==> src/rtl/por_seq_pkg.sv <==
package por_seq_pkg;

   typedef enum logic [2:0] {
      ST_HOLD,
      ST_INT,
      ST_LOCK,
      ST_POST,
      ST_DONE
   } seq_st_e;

   // Strap register layout, most significant field first
   typedef struct packed {
      logic       ref_div2;
      logic       wdog_en;
      logic       wide64;
      logic       sync_mode;
      logic       cfg_sel;
      logic       cfg_src;
      logic [1:0] clk_mode;
      logic [2:0] bus_mode;
      logic [3:0] chip_id;
   } strap_t;

   localparam int STRAP_W = $bits(strap_t);

endpackage

==> src/rtl/por_sync.sv <==
module por_sync #(
   parameter int STAGES = 2
) (
   input  logic clk_i,
   input  logic d_i,
   output logic q_o
);

   logic [STAGES-1:0] chain_q;

   generate
      if (STAGES < 1) begin : g_bad
         $error("por_sync: STAGES must be at least 1");
      end
      if (STAGES == 1) begin : g_one
         always_ff @(posedge clk_i) chain_q <= d_i;
      end else begin : g_many
         always_ff @(posedge clk_i) chain_q <= {chain_q[STAGES-2:0], d_i};
      end
   endgenerate

   assign q_o = chain_q[STAGES-1];

endmodule

==> src/rtl/por_pulse_qual.sv <==
module por_pulse_qual #(
   parameter int MIN_LOW = 16
) (
   input  logic clk_i,
   input  logic lvl_n_i,
   output logic start_o
);

   localparam int CW = $clog2(MIN_LOW + 1);

   logic [CW-1:0] low_cnt_q;

   generate
      if (MIN_LOW < 1) begin : g_bad
         $error("por_pulse_qual: MIN_LOW must be at least 1");
      end
   endgenerate

   // Saturating count of low cycles; cleared on the first high cycle
   always_ff @(posedge clk_i) begin
      if (!lvl_n_i) begin
         if (low_cnt_q != CW'(MIN_LOW)) low_cnt_q <= low_cnt_q + 1'b1;
      end else begin
         low_cnt_q <= '0;
      end
   end

   assign start_o = lvl_n_i && (low_cnt_q == CW'(MIN_LOW));

   // a qualified release produces exactly one start request
   p_start_single_r2: assert property (@(posedge clk_i) disable iff (!lvl_n_i)
      start_o |=> !start_o);

endmodule

==> src/rtl/por_ref_en.sv <==
module por_ref_en #(
   parameter bit ALLOW_DIV2 = 1'b1
) (
   input  logic clk_i,
   input  logic run_i,
   input  logic div2_i,
   output logic en_o
);

   generate
      if (ALLOW_DIV2) begin : g_div
         logic ph_q;
         always_ff @(posedge clk_i) begin
            if (!run_i) ph_q <= 1'b0;
            else        ph_q <= ~ph_q;
         end
         assign en_o = run_i && (!div2_i || ph_q);

         // at half rate no two consecutive reference enables
         p_half_rate_r6: assert property (@(posedge clk_i) disable iff (!run_i)
            (div2_i && en_o) |=> !en_o);
      end else begin : g_nodiv
         logic unused_div;
         assign unused_div = div2_i;
         assign en_o       = run_i;
      end
   endgenerate

endmodule

==> src/rtl/por_seq.sv <==
module por_seq
   import por_seq_pkg::*;
#(
   parameter int SYNC_STAGES = 2,
   parameter int MIN_LOW     = 16,
   parameter int INT_CYC     = 1024,
   parameter int LOCK_CYC    = 6400,
   parameter int HARD_CYC    = 512,
   parameter int SOFT_CYC    = 515,
   parameter bit ALLOW_DIV2  = 1'b1
) (
   input  logic               clk_i,
   input  logic               por_n_i,
   input  logic [STRAP_W-1:0] straps_i,
   output logic               int_por_n_o,
   output logic               hrst_n_o,
   output logic               srst_n_o,
   output logic               cfg_win_n_o,
   output logic [STRAP_W-1:0] straps_o
);

   localparam int MAX_AB = (INT_CYC > LOCK_CYC) ? INT_CYC : LOCK_CYC;
   localparam int MAXC   = (MAX_AB > SOFT_CYC) ? MAX_AB : SOFT_CYC;
   localparam int CW     = $clog2(MAXC + 1);

   generate
      if (SOFT_CYC <= HARD_CYC) begin : g_bad_order
         $error("por_seq: SOFT_CYC must exceed HARD_CYC");
      end
      if (INT_CYC < 1 || LOCK_CYC < 1 || HARD_CYC < 1) begin : g_bad_len
         $error("por_seq: phase lengths must be at least 1");
      end
   endgenerate

   logic          lvl_n;
   logic          start;
   logic          ref_en;
   logic          run;
   seq_st_e       st_q;
   logic [CW-1:0] cnt_q;
   strap_t        cap;

   por_sync #(.STAGES(SYNC_STAGES)) u_sync (
      .clk_i (clk_i),
      .d_i   (por_n_i),
      .q_o   (lvl_n)
   );

   por_pulse_qual #(.MIN_LOW(MIN_LOW)) u_qual (
      .clk_i   (clk_i),
      .lvl_n_i (lvl_n),
      .start_o (start)
   );

   assign cap = strap_t'(straps_o);
   assign run = (st_q == ST_LOCK) || (st_q == ST_POST);

   por_ref_en #(.ALLOW_DIV2(ALLOW_DIV2)) u_ref (
      .clk_i  (clk_i),
      .run_i  (run),
      .div2_i (cap.ref_div2),
      .en_o   (ref_en)
   );

   always_ff @(posedge clk_i) begin
      if (!lvl_n) begin
         st_q        <= ST_HOLD;
         cnt_q       <= '0;
         int_por_n_o <= 1'b0;
         hrst_n_o    <= 1'b0;
         srst_n_o    <= 1'b0;
         cfg_win_n_o <= 1'b1;
         straps_o    <= '0;
      end else begin
         unique case (st_q)
            ST_HOLD: begin
               if (start) begin
                  st_q     <= ST_INT;
                  cnt_q    <= '0;
                  straps_o <= straps_i;
               end
            end
            ST_INT: begin
               if (cnt_q == CW'(INT_CYC - 1)) begin
                  st_q        <= ST_LOCK;
                  cnt_q       <= '0;
                  int_por_n_o <= 1'b1;
                  cfg_win_n_o <= 1'b0;
               end else begin
                  cnt_q <= cnt_q + 1'b1;
               end
            end
            ST_LOCK: begin
               if (ref_en) begin
                  if (cnt_q == CW'(LOCK_CYC - 1)) begin
                     st_q        <= ST_POST;
                     cnt_q       <= '0;
                     cfg_win_n_o <= 1'b1;
                  end else begin
                     cnt_q <= cnt_q + 1'b1;
                  end
               end
            end
            ST_POST: begin
               if (ref_en) begin
                  if (cnt_q == CW'(HARD_CYC - 1)) hrst_n_o <= 1'b1;
                  if (cnt_q == CW'(SOFT_CYC - 1)) begin
                     srst_n_o <= 1'b1;
                     st_q     <= ST_DONE;
                  end else begin
                     cnt_q <= cnt_q + 1'b1;
                  end
               end
            end
            default: ;
         endcase
      end
   end

   // release order internal -> hard -> soft
   p_hard_after_int_r9: assert property (@(posedge clk_i) disable iff (!lvl_n)
      hrst_n_o |-> int_por_n_o);
   p_soft_after_hard_r9: assert property (@(posedge clk_i) disable iff (!lvl_n)
      srst_n_o |-> hrst_n_o);
   p_hard_first_r9: assert property (@(posedge clk_i) disable iff (!lvl_n)
      $rose(hrst_n_o) |-> !srst_n_o);
   // window opens with the internal release, closes before hard release
   p_win_open_r7: assert property (@(posedge clk_i) disable iff (!lvl_n)
      $fell(cfg_win_n_o) |-> $rose(int_por_n_o));
   p_win_close_r7: assert property (@(posedge clk_i) disable iff (!lvl_n)
      $rose(cfg_win_n_o) |-> (int_por_n_o && !hrst_n_o));
   // latched straps never move once the internal reset is released
   p_straps_hold_r5: assert property (@(posedge clk_i) disable iff (!lvl_n)
      int_por_n_o |-> $stable(straps_o));

endmodule

==> config.mk <==
export PLATFORM = sky130hd
export DESIGN_NAME = por_seq
export DESIGN_NICKNAME = d
export VERILOG_FILES = /design/src/rtl/por_seq_pkg.sv /design/src/rtl/por_sync.sv /design/src/rtl/por_pulse_qual.sv /design/src/rtl/por_ref_en.sv /design/src/rtl/por_seq.sv
export SDC_FILE = /design/constraint.sdc
export NUM_CORES = 1
export LEC_CHECK = 0
export BUFFER_PORTS_ARGS = -buffer_cell sky130_fd_sc_hd__buf_2
export CAP_MARGIN = 10
export CORE_MARGIN = 2
export CORE_UTILIZATION = 30
export DETAILED_ROUTE_END_ITERATION = 16
export PLACE_DENSITY = 0.58
export SETUP_SLACK_MARGIN = 0.2
export SLEW_MARGIN = 20
export SYNTH_ARGS = -nofsm -noshare
export SYNTH_HDL_FRONTEND = slang
export SYNTH_SLANG_ARGS = --single-unit
==> constraint.sdc <==
create_clock -name clk_i -period 5.5 [get_ports clk_i]
set_input_delay 1.1 -clock clk_i [delete_from_list [all_inputs] [get_ports clk_i]]
set_output_delay 1.1 -clock clk_i [all_outputs]
set_load 0.005 [all_outputs]
# Word level (Yosys, flattened, before mapping)
# Index checks and enable logic that the tools add are counted.
# Widths: inputs -> output; s select.
# totals
regBits	43
inputBits	17
output_inout_bits	19
word_cells	62
# classes
add_sub_neg	2
n_eq_ne	16
mux	18
bitwise_logic	1
reduce_logical	15
# ops
op	n
$mux 13	6
$pmux 13 s4	1
$eq 13x10->1 const B	2
$mux 3	6
$add 13x1->13 const B	1
$eq 13x13->1 const B	1
$eq 13x9->1 const B	1
$pmux 3 s4	1
$ne 2x2->1 const B	5
$reduce_and 7->1	1
$eq 3x2->1 const B	2
$reduce_and 3->1	2
$add 5x1->5 const B	1
$eq 5x5->1 const B	1
$ne 5x5->1 const B	1
$reduce_and 5->1	1
$ne 2x1->1 const B	2
$reduce_and 2->1	2
$reduce_and 4->1	1
$reduce_bool 4->1	1
$eq 3x1->1 const B	1
$logic_not 3->1	1
$mux 1	3
$logic_and 1x1->1	2
other kinds (5)	6

# Depth between registers and ports, before layout
# Gate-level depths: netlist (run 1).
# logic_depth
word_depth	5
ltp_mapped	10
ltp_nobuf	7

# Hierarchy
# A second synthesis (run 1) with hierarchy kept.
# hier_totals
hier_cells	221
hier_area_um2	1948.1
# modules_own_cells
mod	instances	cells_each	area_each_um2	seq_area_each_um2
por_seq	1	187	1590.3	700.7
por_pulse_qual	1	28	277.8	100.1
por_ref_en	1	4	40.0	20.0
por_sync	1	2	40.0	40.0

# Worst setup path before layout (run 1)
# Ideal clock, no wire load.
# synth_timing
kind	register to register
from	register u_qual.low_cnt_q[0]
to	register cnt_q[12]
setup_ns	0.071
arrival_time_ns	2.190
t_required_ns	5.429
slack_ns	3.239
path_stages_with_launch	10
n_path_buf	2
period_less_slack_ns	2.261
path_cell_list	dfxtp_1 inv_1 ha_1 and4bb_2 buf_4 a211oi_4 or4_1 buf_2 or4_1 a21oi_1
# synth_between
elab_chain_len	4
# synth_lines
item	line_no	source
from (decl)	por_pulse_qual.sv:11	logic [CW-1:0] low_cnt_q;
from (signal assigned)	por_pulse_qual.sv:22	if (low_cnt_q != CW'(MIN_LOW)) low_cnt_q <= low_cnt_q + 1'b1;
$eq 5x5->1	por_pulse_qual.sv:28	assign start_o = lvl_n_i && (low_cnt_q == CW'(MIN_LOW));
$logic_and 1x1->1	por_pulse_qual.sv:28	
$ne 2x2->1 (no line)	-	
$reduce_and 5->1 (no line)	-	
to (signal assigned)	por_seq.sv:90	cnt_q <= cnt_q + 1'b1;
to (signal assigned)	por_seq.sv:100	cnt_q <= cnt_q + 1'b1;
to (signal assigned)	por_seq.sv:111	cnt_q <= cnt_q + 1'b1;
to (decl)	por_seq.sv:40	logic [CW-1:0] cnt_q;
# No other way between the ends.
# A chain may end at the register's enable or synchronous reset.

# Worst setup path after layout (run 1)
# layout_timing
from	register u_qual.low_cnt_q[0]
to	register cnt_q[6]
# The elaborated chain is that of the path after synthesis.

==> metrics.md, run 1 <==
| Metric | Value |
|---|---|
| # rows | 30 |
| Initial antenna violation count | 0 |
| DIE AREA | 7490 µm² |
| Reg2Reg Setup Slack | 2.88 ns |
| Syn Inst Count | 242 |
| Layout Skew | 0.00671 ns |
| DR pass1 iterations | 4 |
| Gates resized, CTS repair | 0 |
| Layout cells sized above 1 | 19.2% |
| Commonest non-fill, non-tap cells in the layout | dfxtp_1 (43), buf_2 (35), nand3_1 (26) |
| IO Pins | 36 |
| Max VDD drop | 0.000169 V |
| Family with the most delay on the worst path | simple AND/OR/NAND/NOR gates |
| GP Congestion | 0.818 |
| Clock buffer depth | 2 |
| Max FO, Critical Path | 17 |
| Synthesized net count | 263 |
| H-tree depth | 2 |
| FMAX | 381 MHz |
| Synth warn | 0 |
| Cell taking the most area after synthesis | dfxtp_1 |
| Grt ovf | 0 |
| Inst Count DP | 343 |
| Reg-to-reg critical path startpoint | u_qual.low_cnt_q[0] |
| Setup crit start kind | flop |
| Netlist Area Pre-Place | 2040 µm² |
| First-pass GRT wire length | 7530 µm |
| Post-route minimum period | 2.62 ns |
| Setup tns final | 0 ns |
| Starting DRT DRC Count | 74 |
| WP buf/inv | 1 |
| Final Cycle Share | 47.7% |
| Post-DP HPWL | 3020 µm |
| Reg2Reg Depth | 7 |
| Non-filler cells in the finished layout | 351 |
| Slew Limit Fails | 0 |
| Critical Path Stages | 7 |
| Global Route Usage Sum | 12.4% |
| Pleak | 0.955 nW |
| Hold EP | u_sync.chain_q[1] |
| WHS Path Cells | 0 |
| Worst Min Path Start | u_sync.chain_q[0] |
| Worst-margin pin slew | 0.898 ns |
| Root Buffer | clkbuf_8 |
| Post-CTS Setup Repair Bufs | 0 |
| Syn avg cell area | 8.44 µm² |
| Setup violations, final | 0 |
| Vias in the first global route | 1,711 |
| Via density | 5.13 |
| Hold Crit Class | reg -> reg |
| Die Ht | 86.5 µm |
| DRC | 0 |
| R2R Path End | cnt_q[6] |
| CTS Hold Bufs | 0 |
| Crit-path max cell delay | 0.78 ns |
| Fin area | 2380 µm² |
| Die W | 86.5 µm |
| Worst path cell trace | inv_1 -> ha_1 -> and4bb_2 -> a211oi_4 -> or4_1 -> or4_1 -> a21oi_1 |
| Core area | 6680 µm² |
| WL/cell | 12.4 µm |
| Share of the synthesized area in the top cell type | 42.1% |
| Status | completed |
| Worst skew pair latency | 0.29 ns |
| CP arrival | 2.85 ns |
| P&R area growth vs syn | 16.5% |
| Max-capacitance violation count | 0 |
| Via count | 1,800 |
| Final Hold Viols | 0 |
| Placement Cell Area | 2260 µm² |
| Port-buffer cells | 35 |
| Slew headroom | 39.5% |
| Post-Route WL | 4350 µm |
| Netlist cell types | 43 |
| Leading post-synthesis cells by cell area | dfxtp_1 (42%), nand3_1 (6.4%), o21ai_0 (5.4%) |
| Clk pin slew, worst setup/hold paths | 0.09 ns |
| CTS tree | yes |
| Required @ worst endpoint | 5.73 ns |
| Crit. End Element | flop |
| Sequential area share after synthesis | 42.1% |
| Slowest cell on crit path | or4_1 |
| Worst setup path class | reg -> reg |
| Yosys reg bits | 43 |
| ANT cells | 0 |
| Largest net degree at the start of global routing | 39 |
| ANT nets after route | 0 |
| Layout Nets | 291 |
| Clock Sinks | 43 |
| CP most frequent cell | or4_1 |
| Total CTS buffers | 5 |
| Starting Density | 30.6% |
| Commonest non-fill, non-tap cell in the layout | dfxtp_1 |
| RSZ-0062 raised after global routing | no |
| Power per standard cell area | 269 nW/µm² |
==> state kept, by name (all words and copies together), names as in the netlist <==
name and cells:
hrst_n_o 1, u_ref.g_div.ph_q 1, cnt_q 13, int_por_n_o 1, u_qual.low_cnt_q 5, cfg_win_n_o 1
straps_o 15, st_q 3, srst_n_o 1, u_sync.chain_q 2
==> Yosys cell counts, drive strengths merged <==
library cell and n:
nand2 15, mux2i 1, inv 23, a21oi 11
nand3 26, a21boi 3, and4 2, o31a 1
nor3b 4, a31oi 1, ha 4, o21ai 22
and4bb 1, or4 5, xor2 2, or4b 3
and2 1, o22ai 2, a2bb2oi 1, nor3 7
buf 6, dfxtp 43, nor4b 2, o41ai 1
a221o 1, o21a 2, o211a 1, o221ai 3
nor4 4, nand3b 1, and3 2, or3 6
nor2 3, nor2b 4, clkbuf 10, clkinv 1
nand4 8, a211oi 1, xnor2 2, o31ai 6
==> logic make-up (layout without fill, tap and decap cells) <==
kind of cell | Yosys count | count (layout) | synth area share, %
AOI/OAI and AO/OA | 56 | 56 | 17.9
muxes | 1 | 1 | 0.490
buffers and inverters | 40 | 69 | 8.02
adders and majority gates | 4 | 4 | 2.45
and+or+nand+nor | 94 | 94 | 27.3
xor gates and xnor gates | 4 | 4 | 1.71
DFF | 43 | 43 | 42.1
==> worst max path at each step <==
stage	slack [ns]	startpoint	endpoint
after detailed placement	2.91	u_qual.low_cnt_q[0]	cnt_q[6]
final	2.88	u_qual.low_cnt_q[0]	cnt_q[6]
after global placement	2.98	u_qual.low_cnt_q[0]	cnt_q[12]
after CTS	2.87	u_qual.low_cnt_q[0]	cnt_q[6]
after global routing	2.69	u_qual.low_cnt_q[0]	cnt_q[6]
after floorplan	3.24	u_qual.low_cnt_q[0]	cnt_q[12]
==> worst register-to-register path: cells and delay by family (launching register included) <==
kind / cells / cell delay (ns)
buffers and inverters: 1 / 0.09
flip-flops: 1 / 0.33
adder cells (fa/ha/maj): 1 / 0.15
AO/OA/AOI/OAI: 2 / 0.26
AND/OR/NAND/NOR: 3 / 1.72
==> cell type report <==
type                            instances  area [µm²]
Fill cell                             698        4300
Multi-Input combinational cell        159        1020
Sequential cell                        43         861
Timing Repair Buffer                   37         190
Tap cell                               80         100
Inverter                               24        90.1
Clock buffer                            6        82.6
Clock inverter                          2        38.8
==> layer usage <==
metal	share of wire, %	wire length [µm]	vias to the layer above	track usage (%)
met2	44	1900	46	20.1
met5	0	0	-	0
met4	1.1	49	0	4.69
met1	50	2170	819	16.0
li1	-	-	931	-
met3	5.2	227	4	3.05
==> report_power, final <==
group / internal [W] / switching [W] / total (W)
logic: 0.0000226 / 0.0000340 / 0.0000566
registers: 0.000315 / 0.00000577 / 0.000321
clock network: 0.000149 / 0.000113 / 0.000263
==> stage by stage <==
| step | hold WS (ns) | power, W | utilization, % | worst slack, ns |
|---|---|---|---|---|
| after floorplan | 0.310 | 0.000369 | - | 3.24 |
| after global placement | 0.311 | 0.000384 | 33.8 | 2.98 |
| after detailed placement | 0.312 | 0.000385 | 33.8 | 2.91 |
| after CTS | 0.334 | 0.000651 | 35.6 | 2.87 |
| after global routing | 0.339 | 0.000672 | 35.6 | 2.69 |
| final | 0.333 | 0.000640 | 35.6 | 2.88 |
(Power assumes the default switching activity.)
==> inputs of run 2 (changes only) <==
--- a/config.mk
+++ b/config.mk
@@ -10,7 +10,7 @@
 export CORE_MARGIN = 2
 export CORE_UTILIZATION = 30
 export DETAILED_ROUTE_END_ITERATION = 16
-export PLACE_DENSITY = 0.58
+export PLACE_DENSITY = 0.6
 export SETUP_SLACK_MARGIN = 0.2
 export SLEW_MARGIN = 20
 export SYNTH_ARGS = -nofsm -noshare
==> constraint.sdc (replaced) <==
create_clock -name clk_i -period 2.2 [get_ports clk_i]
set_input_delay 0.44 -clock clk_i [delete_from_list [all_inputs] [get_ports clk_i]]
set_output_delay 0.44 -clock clk_i [all_outputs]
set_load 0.005 [all_outputs]
==> run 2 against run 1 <==
  * Critical path depth increased by 1
  * Register-to-register slack worse by 2.8 ns
  * Routed wire length grew 16%
  * Worst hold slack got worse by 0.089 ns
  * First-iteration DRC count increased by 41%
  * Total power rose by 140%
  * Critical endpoint is now cnt_q[12]
  * Count of clock-buffer cells in the layout fell by 1
==> metrics.md, run 2 (synthesis results as in run 1) <==
| Metric | Value |
|---|---|
| Layout Skew | 0.00518 ns |
| GP Congestion | 0.833 |
| Max-capacitance violation count | 0 |
| Worst-margin pin slew | 0.536 ns |
| Grt ovf | 0 |
| Root Buffer | clkbuf_8 |
| Met1 Usage GRT | 17.0% |
| Via density | 5.17 |
| Final Cycle Share | 98.2% |
| Fin area | 2720 µm² |
| WL/cell | 13.3 µm |
| Post-DP HPWL | 3230 µm |
| First-pass GRT wire length | 8160 µm |
| Post-route minimum period | 2.16 ns |
| Clk pin slew, worst setup/hold paths | 0.08 ns |
| Worst skew pair latency | 0.29 ns |
| Total CTS buffers | 5 |
| Grt peak-use layer | met2 |
| Max FFs per register | 15 |
| Starting DRT DRC Count | 104 |
| Clock buffer depth | 2 |
| Largest net degree at the start of global routing | 39 |
| ANT nets after route | 0 |
| ANT cells | 0 |
| Die W | 86.5 µm |
| RSZ-0062 raised after global routing | yes |
| Core area | 6680 µm² |
| M3 GR Usage | 3.81% |
| Inst Count DP | 361 |
| Starting Density | 30.6% |
| Clock Sinks | 43 |
| Setup violations, final | 0 |
| Required @ worst endpoint | 2.43 ns |
| Initial antenna violation count | 0 |
| Vias in the first global route | 1,849 |
| # rows | 30 |
| Layout cells sized above 1 | 37.9% |
| Placement Cell Area | 2410 µm² |
| DIE AREA | 7490 µm² |
| Setup crit start kind | flop |
| Pleak | 1.11 nW |
| Slew Limit Fails | 0 |
| Fill cells | 678 |
| Non-filler cells in the finished layout | 378 |
| Top reg by flops | straps_o |
| Post-Route WL | 5030 µm |
| Status | completed |
| Max VDD drop | 0.000350 V |
| Slew headroom | 64.0% |
| Crit. End Element | flop |
| Hold Crit Class | in -> reg |
| IO Pins | 36 |
| CTS Hold Bufs | 0 |
| Die Ht | 86.5 µm |
| Via count | 1,955 |
| DRC | 0 |
| Port-buffer cells | 35 |
| Worst setup path class | reg -> reg |
| Power per standard cell area | 561 nW/µm² |
| H-tree depth | 2 |
| M2 GR Usage | 21.7% |
| P&R area growth vs syn | 33.0% |
| Commonest non-fill, non-tap cells in the layout | buf_2 (35), dfxtp_1 (34), buf_4 (26) |
| Max FO, Critical Path | 8 |
| CTS tree | yes |
| FMAX | 463 MHz |
| DR pass1 iterations | 4 |
| Layout Nets | 319 |
| Commonest non-fill, non-tap cell in the layout | buf_2 |
| CP arrival | 2.39 ns |
| Total Power | 0.00152 W |
| Reg2Reg Setup Slack | 0.04 ns |
| Top Registers | straps_o: 15 flops, cnt_q: 13 flops, u_qual.low_cnt_q: 5 flops |
| Final Hold Viols | 0 |
| Global Route Usage Sum | 13.5% |
-- run 2: changes by cell type in the layout (fill, tap and decap cells not counted), sizes merged --
cell    before  now
clkbuf       6    5
buf         37   65
inv         24   23
clkinv       1    3
bufinv       1    0
-- run 2: repair_timing --
item	4_1_cts	5_1_grt
endpoints found under the setup margin	14	14
pin swaps	8	9
gates resized for setup	13	29
endpoints found under the hold margin	0	0
setup buffers	8	1
gates cloned	1	0
-- run 2: worst max-delay path, stage by stage, from the launching register on --
cell and delay, ns:
dfxtp_2 0.33, inv_2 0.07, ha_4 0.11, and4bb_2 0.26
a211oi_4 0.08, or4_4 0.57, buf_6 0.16, or4_4 0.41
a21oi_2 0.12
-- run 2: layout make-up --
cell class / count / area, µm² / share of cell area (%)
sequential: 43 / 872 / 32.1
clock buffer: 5 / 68.8 / 2.53
multi-input combinational: 159 / 1150 / 42.4
inverter: 24 / 90.1 / 3.31
timing repair buffer: 65 / 419 / 15.4
clock inverter: 2 / 13.8 / 0.506
tap: 80 / 100 / 3.68
-- run 2: through the flow --
stage	setup slack, ns	TNS, ns	hold slack, ns	util [%]
floorplan	0.0850	0	0.310	-
global placement	-0.0606	-0.0790	0.311	36.0
detailed placement	-0.138	-0.358	0.313	36.0
CTS	0.0632	0	0.235	38.9
global route	-0.0401	-0.0490	0.231	40.7
finish	0.0406	0	0.244	40.7
-- run 2: metal layers --
metal	up-vias	wire length, µm
met3	8	328
met4	0	74
met1	900	2350
li1	983	-
met5	-	0
met2	64	2280
-- run 2: power by group --
part / switching [W] / internal, W / total, W
registers: 0.0000125 / 0.000788 / 0.000801
logic: 0.000116 / 0.000112 / 0.000228
clock network: 0.000277 / 0.000217 / 0.000494
-- run 2: worst paths after layout --
check	to	startpoint	cells after the start
worst max-delay path	cnt_q[12]	u_qual.low_cnt_q[0]	8
worst min-delay path	u_sync.chain_q[0]	por_n_i	1
worst max register to register	cnt_q[12]	u_qual.low_cnt_q[0]	8
worst min register to register	u_sync.chain_q[1]	u_sync.chain_q[0]	0
